## config.mk

```make
export PLATFORM = sky130hd
export DESIGN_NAME = abset_tree
export DESIGN_NICKNAME = d
export VERILOG_FILES = /design/src/rtl/abt_pkg.sv /design/src/rtl/abt_fwd.sv /design/src/rtl/abt_level.sv /design/src/rtl/abt_leaf.sv /design/src/rtl/abset_tree.sv
export SDC_FILE = /design/constraint.sdc
export NUM_CORES = 1
export LEC_CHECK = 0
export ABC_AREA = 0
export BUFFER_PORTS_ARGS = -buffer_cell sky130_fd_sc_hd__clkbuf_2
export CORE_MARGIN = 1
export CORE_UTILIZATION = 35
export DETAILED_ROUTE_END_ITERATION = 10
export PLACE_DENSITY = 0.52
export SYNTH_ARGS = -nofsm -noshare
export SYNTH_HDL_FRONTEND = slang
export SYNTH_SLANG_ARGS = --single-unit
```

## constraint.sdc

```tcl
create_clock -name clk -period 10.9 [get_ports clk]
set_input_delay 1.09 -clock clk [delete_from_list [all_inputs] [get_ports clk]]
set_output_delay 1.09 -clock clk [all_outputs]
set_load 0.005 [all_outputs]
```

## src/rtl/abt_pkg.sv

```systemverilog
package abt_pkg;

    typedef enum logic [1:0] {
        OP_TEST = 2'd0,
        OP_ADD  = 2'd1,
        OP_DEL  = 2'd2,
        OP_FIND = 2'd3
    } abt_op_e;

endpackage

```

## src/rtl/abt_fwd.sv

```systemverilog
// Issue-time membership: leaf bit overridden by younger in-flight updates.
module abt_fwd
    import abt_pkg::*;
#(
    parameter int IW = 7,
    parameter int D  = 3
) (
    input  abt_op_e           req_op,
    input  logic [IW-1:0]     req_idx,
    input  logic              peek_bit,
    input  logic              st_v   [D],
    input  abt_op_e           st_op  [D],
    input  logic [IW-1:0]     st_idx [D],
    output logic              chg
);

    logic prior;

    always_comb begin
        prior = peek_bit;
        // oldest stage first so that the youngest matching update wins
        for (int s = D - 1; s >= 0; s--) begin
            if (st_v[s] && (st_idx[s] == req_idx)) begin
                if (st_op[s] == OP_ADD) begin
                    prior = 1'b1;
                end else if (st_op[s] == OP_DEL) begin
                    prior = 1'b0;
                end
            end
        end
        chg = ((req_op == OP_ADD) && !prior) || ((req_op == OP_DEL) && prior);
    end

endmodule

```

## src/rtl/abt_level.sv

```systemverilog
// One count level of the tree: own bank, one read and one write per cycle.
module abt_level
    import abt_pkg::*;
#(
    parameter int N   = 128,
    parameter int IW  = 7,
    parameter int LVL = 0
) (
    input  logic           clk,
    input  logic           rst_n,
    input  logic           in_v,
    input  abt_op_e        in_op,
    input  logic [IW-1:0]  in_idx,
    input  logic           in_chg,
    input  logic           in_emp,
    output logic           out_v,
    output abt_op_e        out_op,
    output logic [IW-1:0]  out_idx,
    output logic           out_chg,
    output logic           out_emp,
    output logic [IW:0]    rd_tot
);

    localparam int NB    = (LVL == 0) ? 1 : LVL;
    localparam int DEPTH = 1 << NB;
    localparam int CW    = $clog2(N >> (LVL + 1)) + 1;
    localparam int BR    = IW - 1 - LVL;

    logic [CW-1:0] lcnt [DEPTH];
    logic [CW-1:0] rcnt [DEPTH];

    logic [NB-1:0] node;
    logic [CW-1:0] lv;
    logic [CW-1:0] rv;
    logic          br;
    logic          upd;
    logic          emp_now;
    logic [IW-1:0] nidx;

    always_comb begin
        node    = NB'(in_idx >> (IW - LVL));
        lv      = lcnt[node];
        rv      = rcnt[node];
        emp_now = (LVL == 0) && (lv == '0) && (rv == '0);
        if (in_op == OP_FIND) begin
            br = (lv == '0);
        end else begin
            br = in_idx[BR];
        end
        nidx     = in_idx;
        nidx[BR] = br;
        upd      = in_v && in_chg && ((in_op == OP_ADD) || (in_op == OP_DEL));
        rd_tot   = (IW+1)'(lv) + (IW+1)'(rv);
    end

    always_ff @(posedge clk) begin
        if (!rst_n) begin
            for (int j = 0; j < DEPTH; j++) begin
                lcnt[j] <= '0;
                rcnt[j] <= '0;
            end
            out_v   <= 1'b0;
            out_op  <= OP_TEST;
            out_idx <= '0;
            out_chg <= 1'b0;
            out_emp <= 1'b0;
        end else begin
            if (upd) begin
                if (!br) begin
                    lcnt[node] <= (in_op == OP_ADD) ? lcnt[node] + CW'(1)
                                                    : lcnt[node] - CW'(1);
                end else begin
                    rcnt[node] <= (in_op == OP_ADD) ? rcnt[node] + CW'(1)
                                                    : rcnt[node] - CW'(1);
                end
            end
            out_v   <= in_v;
            out_op  <= in_op;
            out_idx <= nidx;
            out_chg <= in_chg;
            out_emp <= in_emp || ((in_op == OP_FIND) && emp_now);
        end
    end

endmodule

```

## src/rtl/abt_leaf.sv

```systemverilog
// Leaf bitmap bank: final read-modify-write and response register.
module abt_leaf
    import abt_pkg::*;
#(
    parameter int N  = 128,
    parameter int W  = 16,
    parameter int IW = 7
) (
    input  logic           clk,
    input  logic           rst_n,
    input  logic           in_v,
    input  abt_op_e        in_op,
    input  logic [IW-1:0]  in_idx,
    input  logic           in_emp,
    input  logic [IW-1:0]  peek_idx,
    output logic           peek_bit,
    output logic           cur_bit,
    output logic           word_nz,
    output logic           rsp_v,
    output logic [1:0]     rsp_op,
    output logic [IW-1:0]  rsp_idx,
    output logic           rsp_hit,
    output logic           rsp_emp
);

    localparam int LW = $clog2(W);
    localparam int L  = N / W;
    localparam int WB = IW - LW;

    logic [W-1:0]  words [L];
    logic [WB-1:0] wsel;
    logic [LW-1:0] bsel;
    logic [W-1:0]  wv;
    logic [W-1:0]  nwv;
    logic [LW-1:0] lo;
    logic [W-1:0]  pw;

    always_comb begin
        wsel    = in_idx[IW-1:LW];
        bsel    = in_idx[LW-1:0];
        wv      = words[wsel];
        cur_bit = wv[bsel];
        word_nz = |wv;
        lo      = '0;
        for (int b = W - 1; b >= 0; b--) begin
            if (wv[b]) begin
                lo = LW'(b);
            end
        end
        nwv = wv;
        if (in_op == OP_ADD) begin
            nwv[bsel] = 1'b1;
        end else if (in_op == OP_DEL) begin
            nwv[bsel] = 1'b0;
        end
        pw       = words[peek_idx[IW-1:LW]];
        peek_bit = pw[peek_idx[LW-1:0]];
    end

    always_ff @(posedge clk) begin
        if (!rst_n) begin
            for (int j = 0; j < L; j++) begin
                words[j] <= '0;
            end
            rsp_v   <= 1'b0;
            rsp_op  <= 2'd0;
            rsp_idx <= '0;
            rsp_hit <= 1'b0;
            rsp_emp <= 1'b0;
        end else begin
            if (in_v && ((in_op == OP_ADD) || (in_op == OP_DEL))) begin
                words[wsel] <= nwv;
            end
            rsp_v  <= in_v;
            rsp_op <= in_op;
            if (in_op == OP_FIND) begin
                rsp_idx <= in_emp ? '0 : {wsel, lo};
                rsp_hit <= !in_emp;
                rsp_emp <= in_emp;
            end else begin
                rsp_idx <= in_idx;
                rsp_hit <= cur_bit;
                rsp_emp <= 1'b0;
            end
        end
    end

endmodule

```

## src/rtl/abset_tree.sv

```systemverilog
// Pipelined set with per-node left/right population counts.
module abset_tree
    import abt_pkg::*;
#(
    parameter int N = 128,
    parameter int W = 16
) (
    input  logic                   clk,
    input  logic                   rst_n,
    input  logic                   req_valid,
    output logic                   req_ready,
    input  logic [1:0]             req_op,
    input  logic [$clog2(N)-1:0]   req_idx,
    output logic                   rsp_valid,
    output logic [1:0]             rsp_op,
    output logic [$clog2(N)-1:0]   rsp_idx,
    output logic                   rsp_hit,
    output logic                   rsp_empty
);

    localparam int IW  = $clog2(N);
    localparam int L   = N / W;
    localparam int D   = $clog2(L);
    localparam int LAT = D + 1;

    logic          ready_q;
    logic          r_v;
    abt_op_e       r_op;
    logic          r_chg;

    logic          s_v   [D];
    abt_op_e       s_op  [D];
    logic [IW-1:0] s_idx [D];
    logic          s_chg [D];
    logic          s_emp [D];
    logic [IW:0]   lvl_tot [D];

    logic          peek_bit;
    logic          leaf_bit;
    logic          leaf_nz;

    always_ff @(posedge clk) begin
        if (!rst_n) begin
            ready_q <= 1'b0;
        end else begin
            ready_q <= 1'b1;
        end
    end

    assign req_ready = ready_q;
    assign r_v       = req_valid && ready_q;
    assign r_op      = abt_op_e'(req_op);

    abt_fwd #(.IW(IW), .D(D)) u_fwd (
        .req_op   (r_op),
        .req_idx  (req_idx),
        .peek_bit (peek_bit),
        .st_v     (s_v),
        .st_op    (s_op),
        .st_idx   (s_idx),
        .chg      (r_chg)
    );

    for (genvar k = 0; k < D; k++) begin : g_lvl
        if (k == 0) begin : g_root
            abt_level #(.N(N), .IW(IW), .LVL(k)) u_lvl (
                .clk     (clk),
                .rst_n   (rst_n),
                .in_v    (r_v),
                .in_op   (r_op),
                .in_idx  (req_idx),
                .in_chg  (r_chg),
                .in_emp  (1'b0),
                .out_v   (s_v[k]),
                .out_op  (s_op[k]),
                .out_idx (s_idx[k]),
                .out_chg (s_chg[k]),
                .out_emp (s_emp[k]),
                .rd_tot  (lvl_tot[k])
            );
        end else begin : g_inner
            abt_level #(.N(N), .IW(IW), .LVL(k)) u_lvl (
                .clk     (clk),
                .rst_n   (rst_n),
                .in_v    (s_v[k-1]),
                .in_op   (s_op[k-1]),
                .in_idx  (s_idx[k-1]),
                .in_chg  (s_chg[k-1]),
                .in_emp  (s_emp[k-1]),
                .out_v   (s_v[k]),
                .out_op  (s_op[k]),
                .out_idx (s_idx[k]),
                .out_chg (s_chg[k]),
                .out_emp (s_emp[k]),
                .rd_tot  (lvl_tot[k])
            );
        end
    end

    abt_leaf #(.N(N), .W(W), .IW(IW)) u_leaf (
        .clk      (clk),
        .rst_n    (rst_n),
        .in_v     (s_v[D-1]),
        .in_op    (s_op[D-1]),
        .in_idx   (s_idx[D-1]),
        .in_emp   (s_emp[D-1]),
        .peek_idx (req_idx),
        .peek_bit (peek_bit),
        .cur_bit  (leaf_bit),
        .word_nz  (leaf_nz),
        .rsp_v    (rsp_valid),
        .rsp_op   (rsp_op),
        .rsp_idx  (rsp_idx),
        .rsp_hit  (rsp_hit),
        .rsp_emp  (rsp_empty)
    );

endmodule

```

==> results by group, run 1 <==
Logic synthesis
  • Asr flop ratio synth: 0%
  • Post-synth EDFFs: 174
  • Syn Inst Count: roughly 940
  • Syn_nets: ~1000
  • Synth Warn #: 0
  • Compound-Gate Fraction of Synth Area: roughly 4.9%
  • Xor-xnor portion of the synthesized cell area: under 10%
  • Synthesized area: ~12000 um2
  • Largest family of logic cells by synthesized area: multiplexers
  • Top post-synthesis cells by area: edfxtp_1 (45%), mux4_2 (9.6%), dfxtp_1 (8.4%)
  • Share of the synthesized area in the top cell type: about 45%
  • Ys flop type: edfxtp_1
  • Sequential element share of the synthesized area: a little over half
  • FF+latch count, synth: between 200 and 250
  • Synth Area in Adders: about 3.8%
  • Synth area leader: edfxtp_1
  • Post-Synth Simple-Gate Area: approximately 14%
  • Distinct cells, synth: 60
  • Post-synthesis mux area share: ~18%
  • Avg Inst Size Synth: about 12 um2

Critical path
  • Crit path max fanout: 50
  • Crit path required time: 11.04 ns
  • Reg2Reg Launch Point: u_leaf.words[0][8]$_SDFFCE_PN0P_
  • Type of the worst setup path: input pin to flop
  • FF-to-FF path depth: 9
  • Worst setup SP type: input pin
  • Reg2Reg Setup Slack: about 7 ns
  • Setup crit end kind: flop
  • Arrival time at the worst endpoint: between 4 and 5 ns
  • R2r endpoint: g_lvl[0].g_root.u_lvl.lcnt[0][6]$_SDFFCE_PN0P_

Worst hold path
  • Hold path endpoint: g_lvl[2].g_inner.u_lvl.out_emp$_SDFF_PN0_
  • Worst hold path stage count: 1
  • Hold wc startpoint: g_lvl[1].g_inner.u_lvl.out_emp$_SDFF_PN0_
  • Hold Path Class: flop to flop

Clock network
  • Worst-skew pair later-pin latency: about 0.54 ns
  • Clock Sinks: 223
  • Total CTS buffers: 27
  • Clk root buf: clkbuf_16
  • Worst-case clock buffer depth: 3
  • Htree depth: 1
  • CTS tree: yes
  • Number of setup buffers added after CTS: 0
  • Hold Buf Count CTS: 0
  • Post-cts sizing count: 0
  • Clk slew on worst S/H paths: ~0.05 ns

STA
  • RSZ-0062 raised after global routing: no
  • Layout Skew: about 0.024 ns
  • Setup TNS: 0 ns
  • Period Utilization, post-route: between 40% and 50%
  • Final hold violations: 0
  • Worst slew margin: between 20% and 30%
  • Post-route worst setup slack: 6.22 ns
  • Worst-margin pin slew: 1.08 ns
  • Minimum clock period: between 4 and 5 ns
  • Slew Viols, Final: 0
  • Worst hold slack: roughly 0.44 ns
  • Maximum clock rate: 214 MHz
  • Final setup violation count: 0

Final layout
  • Diodes inserted: 0
  • Final nets: 991
  • Post-route cell area: between 10000 and 15000 um2
  • Fillers: about 3200
  • Synthesis-to-layout area growth: 10.9%
  • Final Instance Count excl. Fillers: about 1400
  • Util after Layout: about two fifths
  • Layout cell share with drive strength beyond 1: 15.7%

Route
  • Detailed-route via count: around 7500
  • Metal3 WL: 1.34 mm
  • Antenna-violating nets left: 0
  • Via density: 5.32
  • WL/cell: 21.7 um
  • Max layer used: met4
  • 1st-pass router iterations: 5
  • Initial detailed-routing violation count: approximately 580
  • Met2 wire len: 14.1 mm
  • DRT Wirelength: slightly above 30 mm
  • DRC: 0
  • Metal-1 WL: ~14 mm

Placement
  • Final HPWL DP: between 15 and 20 mm
  • Port buffer count: 24
  • Cells after DPL: between 1000 and 1500
  • GP Congestion: 0.852
  • Dpl ws: approximately 5.7 ns
  • DP Area: ~12000 um2

Die
  • I/O Pins: 25
  • Initial cell density of the core: between 30% and 40%
  • Die area: 34200 um2
  • Die height: around 180 um
  • Die Wd: 185 um
  • FP Rows: 66
  • Core area: ~33000 um2

Power
  • P_leak: roughly 4.7 nW
  • Cell Pwr Density: approximately 160 nW/um2
  • Overall Power: around 2 mW
  • VDD IR max: a little under 0.1 mV

Global routing
  • Total gr overflow: 0
  • Tot GR Track Use: 18.5%
  • First-pass GRT wire length: around 47 mm
  • Number of global-route vias before repair: 7678
  • Initial antenna violation count: 0
  • Pin count of the biggest net entering global routing: about 50

Status
  • Run status: completed

Job
  • # Max-Cap Violations: 0
==> cell usage after synthesis (all sizes together) (2+ instances only) <==
cell type / number
nand3: 11
mux4: 67
clkbuf: 35
fa: 4
or3: 3
and2: 23
nand2: 50
mux2: 30
nand2b: 7
dfxtp: 49
buf: 18
nor4: 13
and4b: 2
edfxtp: 174
nand4: 7
nor2: 203
o21bai: 2
nand3b: 3
nor3: 12
o211ai: 2
a2111oi: 4
nor3b: 4
a211oi: 2
xor2: 7
xnor2: 34
a21o: 9
a22oi: 8
ha: 29
o21ai: 6
a32oi: 5
o22ai: 5
and3: 5
inv: 31
clkinv: 2
a31oi: 10
mux2i: 16
o21a: 2
nor2b: 14
a21oi: 21
==> worst max-delay path by stage <==
stage / start / endpoint / slack, ns / cells after the start
after global placement: req_idx[5] / g_lvl[0].g_root.u_lvl.lcnt[0][0]$_SDFFCE_PN0P_ / 5.87 / 11
after global routing: req_idx[5] / g_lvl[0].g_root.u_lvl.rcnt[0][2]$_SDFFCE_PN0P_ / 5.94 / 11
after CTS: req_idx[5] / g_lvl[0].g_root.u_lvl.lcnt[0][5]$_SDFFCE_PN0P_ / 6.23 / 11
after floorplan: req_idx[5] / g_lvl[0].g_root.u_lvl.lcnt[0][0]$_SDFFCE_PN0P_ / 6.65 / 13
final: req_idx[5] / g_lvl[0].g_root.u_lvl.lcnt[0][6]$_SDFFCE_PN0P_ / 6.22 / 11
after detailed placement: req_idx[5] / g_lvl[0].g_root.u_lvl.lcnt[0][1]$_SDFFCE_PN0P_ / 5.69 / 11
==> where the power goes <==
group	total [mW]	internal [mW]	switching (mW)
sequential	0.964	0.944	0.0201
combinational	0.192	0.0790	0.113
clock	0.874	0.517	0.357
total	2.03	1.54	0.490
==> final cells by class <==
type                            count  area (um2)  area share (%)
Multi-Input combinational cell    633        5080            39.2
Timing Repair Buffer               28         150            1.16
Clock buffer                       35         726            5.59
Inverter                           33         124           0.955
Tap cell                          442         553            4.26
Clock inverter                     14         134            1.03
Sequential cell                   223        6210            47.8
==> routing by layer <==
metal | global-route usage (%) | vias to the layer above
met5 | 0 | -
met4 | 5.06 | 0
met3 | 2.56 | 54
met2 | 29.5 | 189
met1 | 26.3 | 3760
li1 | - | 3488
==> flip-flops by register name (all words and copies together) (netlist names), 2 cells and up, named ones only <==
name,count
g_lvl.g_inner.u_lvl.lcnt,32
g_lvl.g_inner.u_lvl.out_emp,2
g_lvl.g_inner.u_lvl.out_idx,14
g_lvl.g_inner.u_lvl.out_op,4
g_lvl.g_inner.u_lvl.out_v,2
g_lvl.g_root.u_lvl.lcnt,7
g_lvl.g_root.u_lvl.out_idx,7
g_lvl.g_root.u_lvl.out_op,2
g_lvl.g_root.u_lvl.rcnt,7
u_leaf.rsp_idx,7
u_leaf.rsp_op,2
u_leaf.words,128
==> cells in the final DEF (no fill, tap or decap), types with 4 or more instances in the layout <==
cell type,Yosys,layout
a21o_1,9,9
a21oi_1,21,21
a22oi_1,8,8
a31oi_1,10,10
a32oi_1,5,5
and2_1,23,23
and3_1,5,5
buf_4,1,4
clkbuf_1,35,6
clkbuf_16,0,27
clkbuf_2,0,24
clkinv_1,2,6
dfxtp_1,49,47
edfxtp_1,174,174
fa_1,4,4
ha_1,29,29
inv_1,30,30
mux2_2,28,28
mux2i_1,16,16
mux4_1,17,17
mux4_2,50,50
nand2_1,50,50
nand2b_1,7,7
nand3_1,11,11
nand4_1,7,7
nor2_1,203,203
nor2b_1,14,14
nor3_1,12,12
nor3b_1,4,4
nor4_1,13,13
o21ai_0,6,6
o22ai_1,5,5
xnor2_1,34,34
xor2_1,7,7
==> critical path, cell delays in order <==
cell and delay [ns]:
clkbuf_2 0.08, buf_4 0.61, mux2_2 0.42, o22ai_1 0.15, nor4_1 0.08, o41ai_1 0.52, nand4_1 0.29, nor2_1 0.19
o21a_1 0.20, mux2_4 0.40, o21ai_0 0.74
==> cells by family after synthesis <==
kind of cell | Yosys count
adders and majority gates | 33
muxes | 113
and+or+nand+nor | 362
xor gates and xnor gates | 41
DFF | 223
AOI/OAI and AO/OA | 84
buffers and inverters | 86
(Power assumes the default switching activity.)
==> run 2, diff against run 1 <==
==> constraint.sdc (replaced) <==
create_clock -name clk -period 4.6 [get_ports clk]
set_input_delay 0.46 -clock clk [delete_from_list [all_inputs] [get_ports clk]]
set_output_delay 0.46 -clock clk [all_outputs]
set_load 0.005 [all_outputs]
==> run 2 against run 1 <==
Compared with the run above:
- critical path depth up 1
- sequential share of layout area down 0.87 points
- combinational power up 140%
- largest power group unchanged
- highest routed layer unchanged
==> results by group, run 2 (synthesized netlist as in run 1, its figures left out) <==
Critical path
  • Type of the worst setup path: input pin to flop
  • Crit path required time: just under 5 ns
  • Crit path max fanout: 29
  • Worst setup SP type: input pin
  • Arrival time at the worst endpoint: roughly 3.7 ns
  • Setup crit end kind: flop

Clock network
  • Worst-skew pair later-pin latency: roughly 0.54 ns
  • CTS tree: yes
  • Clock Sinks: 223
  • Worst-case clock buffer depth: 3
  • Clk root buf: clkbuf_16
  • Number of setup buffers added after CTS: 0
  • Htree depth: 1
  • Clk slew on worst S/H paths: approximately 0.06 ns
  • Total CTS buffers: 26
  • Post-cts sizing count: 0
  • Hold Buf Count CTS: 0

Global routing
  • Initial antenna violation count: 0
  • Total gr overflow: 0
  • Number of global-route vias before repair: 7668
  • Tot GR Track Use: approximately a fifth
  • First-pass GRT wire length: 47.9 mm
  • Pin count of the biggest net entering global routing: 50

Placement
  • GP Congestion: 0.828
  • Dpl ws: between 0.5 and 0.6 ns
  • DP Area: 12300 um2
  • Final HPWL DP: about 21 mm
  • Port buffer count: 24

Job
  • # Max-Cap Violations: 0

Die
  • Die Wd: approximately 180 um
  • Die area: ~34000 um2
  • FP Rows: 66
  • Die height: 185 um
  • I/O Pins: 25
  • Core area: approximately 33000 um2
  • Initial cell density of the core: 35.8%

Final layout
  • Biggest regs: u_leaf.words x128, g_lvl.g_inner.u_lvl.lcnt x32, g_lvl.g_inner.u_lvl.out_idx x14
  • Layout cell share with drive strength beyond 1: between 15 and 20%
  • Post-route cell area: 13200 um2
  • Max reg flops: about 130
  • Most frequent cells in the layout: nor2_1 (203), edfxtp_1 (174), mux4_2 (50), nand2_1 (50), dfxtp_1 (47)
  • Final nets: roughly 1000
  • Commonest non-fill, non-tap cell in the layout: nor2_1
  • Top reg by flops: u_leaf.words
  • Fillers: about 3200
  • Synthesis-to-layout area growth: 13.0%
  • Diodes inserted: 0

Route
  • Metal-1 WL: 13.9 mm
  • Met2 wire len: 14.7 mm
  • DRT Wirelength: around 31 mm
  • Via density: 5.36
  • Detailed-route via count: roughly 7600
  • Max layer used: met4
  • WL/cell: between 20 and 25 um
  • Antenna-violating nets left: 0
  • DRC: 0
  • Initial detailed-routing violation count: 611
  • 1st-pass router iterations: 5
  • Metal3 WL: around 1.4 mm

STA
  • Worst hold slack: about 0.21 ns
  • Final setup violation count: 0
  • Setup TNS: 0 ns
  • Slew Viols, Final: 0
  • Minimum clock period: approximately 3.4 ns
  • Final hold violations: 0
  • Layout Skew: between 0.015 and 0.02 ns
  • Post-route worst setup slack: between 1 and 1.5 ns
  • Period Utilization, post-route: approximately three quarters
  • Worst-margin pin slew: 1.12 ns
  • RSZ-0062 raised after global routing: no
  • Worst slew margin: between 20% and 30%
  • Maximum clock rate: a little under 300 MHz

Power
  • Cell Pwr Density: ~380 nW/um2
  • Overall Power: between 4 and 5 mW
  • VDD IR max: between 0.3 and 0.4 mV
  • P_leak: 4.81 nW

Status
  • Run status: completed

Worst hold path
  • Hold Path Class: input pin to flop
[run 2: cell types whose count changed in the layout (fill, tap and decap cells not counted), sizes merged]
cell / previous run / this run
buf: 4 / 21
clkbuf: 59 / 61
clkinvlp: 2 / 0
inv: 32 / 31
[run 2: metal layers]
metal	GRT usage [%]	up-vias
met5	0	-
met4	4.86	0
met3	2.06	47
met2	30.9	224
met1	26.3	3829
li1	-	3527
[run 2: final timing paths]
check	from	endpoint	slack (ns)	cells past startpoint
setup reg to reg	u_leaf.words[0][8]$_SDFFCE_PN0P_	g_lvl[0].g_root.u_lvl.lcnt[0][0]$_SDFFCE_PN0P_	1.39	10
hold / removal	req_op[0]	g_lvl[0].g_root.u_lvl.out_op[0]$_SDFF_PN0_	0.21	3
setup / recovery	req_idx[5]	g_lvl[0].g_root.u_lvl.lcnt[0][0]$_SDFFCE_PN0P_	1.17	12
hold reg to reg	g_lvl[0].g_root.u_lvl.out_emp$_SDFF_PN0_	g_lvl[1].g_inner.u_lvl.out_emp$_SDFF_PN0_	0.44	1
[run 2: where the power goes]
group / internal [mW] / leakage [nW] / total [mW] / switching, mW
registers: 2.24 / 2.20 / 2.28 / 0.0458
logic: 0.193 / 2.15 / 0.466 / 0.273
clock network: 1.38 / 0.470 / 2.22 / 0.837
total: 3.81 / 4.81 / 4.96 / 1.16
[run 2: layout make-up]
class                      count  area [um2]  share of cell area, %
inverter                      33         124                  0.937
sequential                   223        6210                   47.0
clock buffer                  37         838                   6.34
tap                          442         553                   4.18
clock inverter                11         109                  0.824
timing repair buffer          45         303                   2.29
multi-input combinational    633        5080                   38.4
[run 2: critical path, stage by stage]
cell and delay (ns):
clkbuf_2 0.56, buf_4 0.34, mux4_2 0.53, mux2i_1 0.13, a32oi_1 0.12, o211ai_1 0.15
nand4_1 0.14, nor2_1 0.23, o21a_1 0.21, mux2_4 0.40, o21ai_0 0.22, buf_4 0.18
[run 2: stage by stage]
step           utilization, %  cells
4_1_cts                  40.4   1424
2_1_floorplan               -    942
3_5_place_dp             37.5   1376
6_report                 40.4   1424
5_1_grt                  40.4   1424
3_3_place_gp             37.5   1376
==> run 3, diff against run 2 <==
--- a/config.mk
+++ b/config.mk
@@ -5,7 +5,7 @@
 export SDC_FILE = /design/constraint.sdc
 export NUM_CORES = 1
 export LEC_CHECK = 0
-export ABC_AREA = 0
+export ABC_AREA = 1
 export BUFFER_PORTS_ARGS = -buffer_cell sky130_fd_sc_hd__clkbuf_2
 export CORE_MARGIN = 1
 export CORE_UTILIZATION = 35
==> constraint.sdc (replaced) <==
create_clock -name clk -period 3.2 [get_ports clk]
set_input_delay 0.32 -clock clk [delete_from_list [all_inputs] [get_ports clk]]
set_output_delay 0.32 -clock clk [all_outputs]
set_load 0.005 [all_outputs]
==> run 3 against run 2 <==
Compared with the run above:
- hold slack got worse by 0.17 ns
- clock power increased by 29%
- largest power group unchanged
- count of clock-buffer cells in the layout shrank 6
- sequential cell count unchanged
- sequential power rose by 43%
==> results by group, run 3 <==
Clock network
  • Worst-case clock buffer depth: 3
  • Post-cts sizing count: 0
  • Total CTS buffers: 26
  • Htree depth: 1
  • CTS tree: yes
  • Hold Buf Count CTS: 0
  • Worst-skew pair later-pin latency: about 0.54 ns
  • Number of setup buffers added after CTS: 0
  • Clk slew on worst S/H paths: 0.06 ns
  • Clock Sinks: approximately 220
  • Clk root buf: clkbuf_16

Logic synthesis
  • FF+latch count, synth: 223
  • Top post-synthesis cells by area: edfxtp_1 (44%), nand2_1 (11%), dfxtp_1 (8.2%)
  • Avg Inst Size Synth: approximately 8.4 um2
  • Post-synth top cells: nand2_1 (352), nor2_1 (236), edfxtp_1 (174), nand3_1 (173), inv_1 (109)
  • Ys flop type: edfxtp_1
  • Synthesized area: around 12000 um2
  • Sequential element share of the synthesized area: between 50% and 60%
  • Post-synth EDFFs: 174
  • Synth area leader: edfxtp_1
  • Asr flop ratio synth: 0%
  • Syn Inst Count: 1418
  • Distinct cells, synth: between 40 and 50
  • Synth Warn #: 0
  • Most frequent cell after synthesis: nand2_1
  • Share of the synthesized area in the top cell type: between 40% and 50%
  • Syn_nets: approximately 1500

Final layout
  • Layout cell share with drive strength beyond 1: a little under a tenth
  • Util after Layout: 40.7%
  • Top reg by flops: u_leaf.words
  • Fillers: 3376
  • Commonest non-fill, non-tap cell in the layout: nand2_1
  • Max reg flops: approximately 130
  • Post-route cell area: roughly 14000 um2
  • Final nets: roughly 1500
  • Most frequent cells in the layout: nand2_1 (352), nor2_1 (236), edfxtp_1 (174), nand3_1 (173), inv_1 (109)
  • Synthesis-to-layout area growth: 14.5%
  • Biggest regs: u_leaf.words x128, g_lvl.g_inner.u_lvl.lcnt x32, g_lvl.g_inner.u_lvl.out_idx x14

Global routing
  • Number of global-route vias before repair: 9371
  • Total gr overflow: 0
  • Tot GR Track Use: between 20% and 30%
  • Initial antenna violation count: 0
  • Pin count of the biggest net entering global routing: 67
  • First-pass GRT wire length: roughly 56 mm

STA
  • Slew Viols, Final: 0
  • Setup TNS: 0 ns
  • Final hold violations: 0
  • Layout Skew: ~0.014 ns
  • Maximum clock rate: ~350 MHz
  • Worst-margin pin slew: just under 1 ns
  • Period Utilization, post-route: about nine tenths
  • Worst slew margin: around a third
  • Final setup violation count: 0
  • RSZ-0062 raised after global routing: no
  • Minimum clock period: about 2.9 ns

Route
  • Initial detailed-routing violation count: about 870
  • Met2 wire len: 16.0 mm
  • Detailed-route via count: 10016
  • DRT Wirelength: about 36 mm
  • 1st-pass router iterations: 5
  • Antenna-violating nets left: 0
  • Max layer used: met4
  • Metal3 WL: roughly 3 mm
  • Metal-1 WL: about 17 mm
  • WL/cell: approximately 19 um
  • Via density: between 5 and 6
  • DRC: 0

Power
  • VDD IR max: roughly 0.30 mV
  • P_leak: between 5 and 6 nW
  • Overall Power: ~6.9 mW
  • Cell Pwr Density: 509 nW/um2

Die
  • Initial cell density of the core: around 36%
  • Die area: 34800 um2
  • Die Wd: about 190 um
  • Core area: between 30000 and 40000 um2
  • Die height: about 190 um
  • I/O Pins: 25
  • FP Rows: 67

Placement
  • Port buffer count: 24
  • GP Congestion: slightly above 0.9
  • Final HPWL DP: roughly 24 mm
  • DP Area: 12800 um2

Critical path
  • Type of the worst setup path: flop to flop
  • Crit path required time: around 3.6 ns
  • Crit path max fanout: 10
  • Worst setup SP type: flop
  • Setup crit end kind: flop
  • FF-to-FF path depth: 19
  • Arrival time at the worst endpoint: approximately 3.3 ns

Job
  • # Max-Cap Violations: 0

Status
  • Run status: completed

Worst hold path
  • Hold Path Class: input pin to flop
  • Worst hold path stage count: 3
[run 3: cell types whose count changed in the layout (fill, tap and decap cells not counted), sizes merged, moves of 15 or more]
cell   delta
inv      +81
and2     -21
o21ai    +40
nand3   +164
xnor2    -25
buf      +39
a31oi    +15
mux4     -67
nand2   +303
mux2     -30
nor2     +36
[run 3: final timing paths]
| check | startpoint | endpoint | slack (ns) |
|---|---|---|---|
| setup / recovery | g_lvl[2].g_inner.u_lvl.out_idx[6]$_SDFF_PN0_ | u_leaf.rsp_idx[0]$_SDFF_PN0_ | 0.35 |
| hold / removal | req_op[1] | g_lvl[0].g_root.u_lvl.out_op[1]$_SDFF_PN0_ | 0.04 |
| setup reg to reg | g_lvl[2].g_inner.u_lvl.out_idx[6]$_SDFF_PN0_ | u_leaf.rsp_idx[0]$_SDFF_PN0_ | 0.35 |
| hold reg to reg | g_lvl[0].g_root.u_lvl.out_emp$_SDFF_PN0_ | g_lvl[1].g_inner.u_lvl.out_emp$_SDFF_PN0_ | 0.41 |
[run 3: power breakdown]
group | switching (mW) | total [mW] | internal, mW
clock | 1.18 | 2.87 | 1.69
sequential | 0.0614 | 3.27 | 3.21
combinational | 0.535 | 0.796 | 0.261
total | 1.78 | 6.94 | 5.16
[run 3: final cells by class]
type                            count  area [um2]  area share, %
Clock inverter                     17         130          0.953
Antenna cell                        1        2.50         0.0183
Multi-Input combinational cell   1013        4940           36.2
Timing Repair Buffer               84         696           5.10
Clock buffer                       31         691           5.06
Sequential cell                   223        6210           45.5
Inverter                          113         424           3.11
Tap cell                          448         561           4.11
[run 3: metal layers]
layer | global-route usage (%) | vias to the layer above
li1 | - | 4841
met1 | 30.0 | 4762
met2 | 32.2 | 361
met3 | 3.74 | 52
met4 | 5.14 | 0
met5 | 0 | -
[run 3: cells by family after synthesis]
group / Yosys count / share of synthesized area, %
and+or+nand+nor: 808 / 28.5
DFF: 223 / 52.0
muxes: 2 / 0.168
adders and majority gates: 33 / 3.71
buffers and inverters: 182 / 6.54
AOI/OAI and AO/OA: 143 / 7.09
xor gates and xnor gates: 27 / 1.98
[run 3: per-stage QoR]
step                      hold WS (ns)  worst slack (ns)  instances
final                           0.0384             0.345       1930
after global routing            0.0345             0.165       1929
after CTS                       0.0262             0.434       1929
after detailed placement         0.401             0.301       1881
after global placement           0.395             0.327       1881
after floorplan                  0.348             0.768       1418
[run 3: critical path, stage by stage, from the launching register on]
cell	delay, ns
dfxtp_1	0.38
nor2_2	0.62
o21ai_0	0.19
o21ai_0	0.23
nor2_1	0.10
o21ai_1	0.13
nand2_1	0.06
nand2_1	0.07
nand2_1	0.05
nand2_1	0.05
nand2_1	0.06
nand2_1	0.06
nand2_1	0.06
nand2_1	0.06
nand2_1	0.09
nand2_1	0.07
nand2_1	0.05
nand2_1	0.06
nand2_1	0.06
a21oi_1	0.28
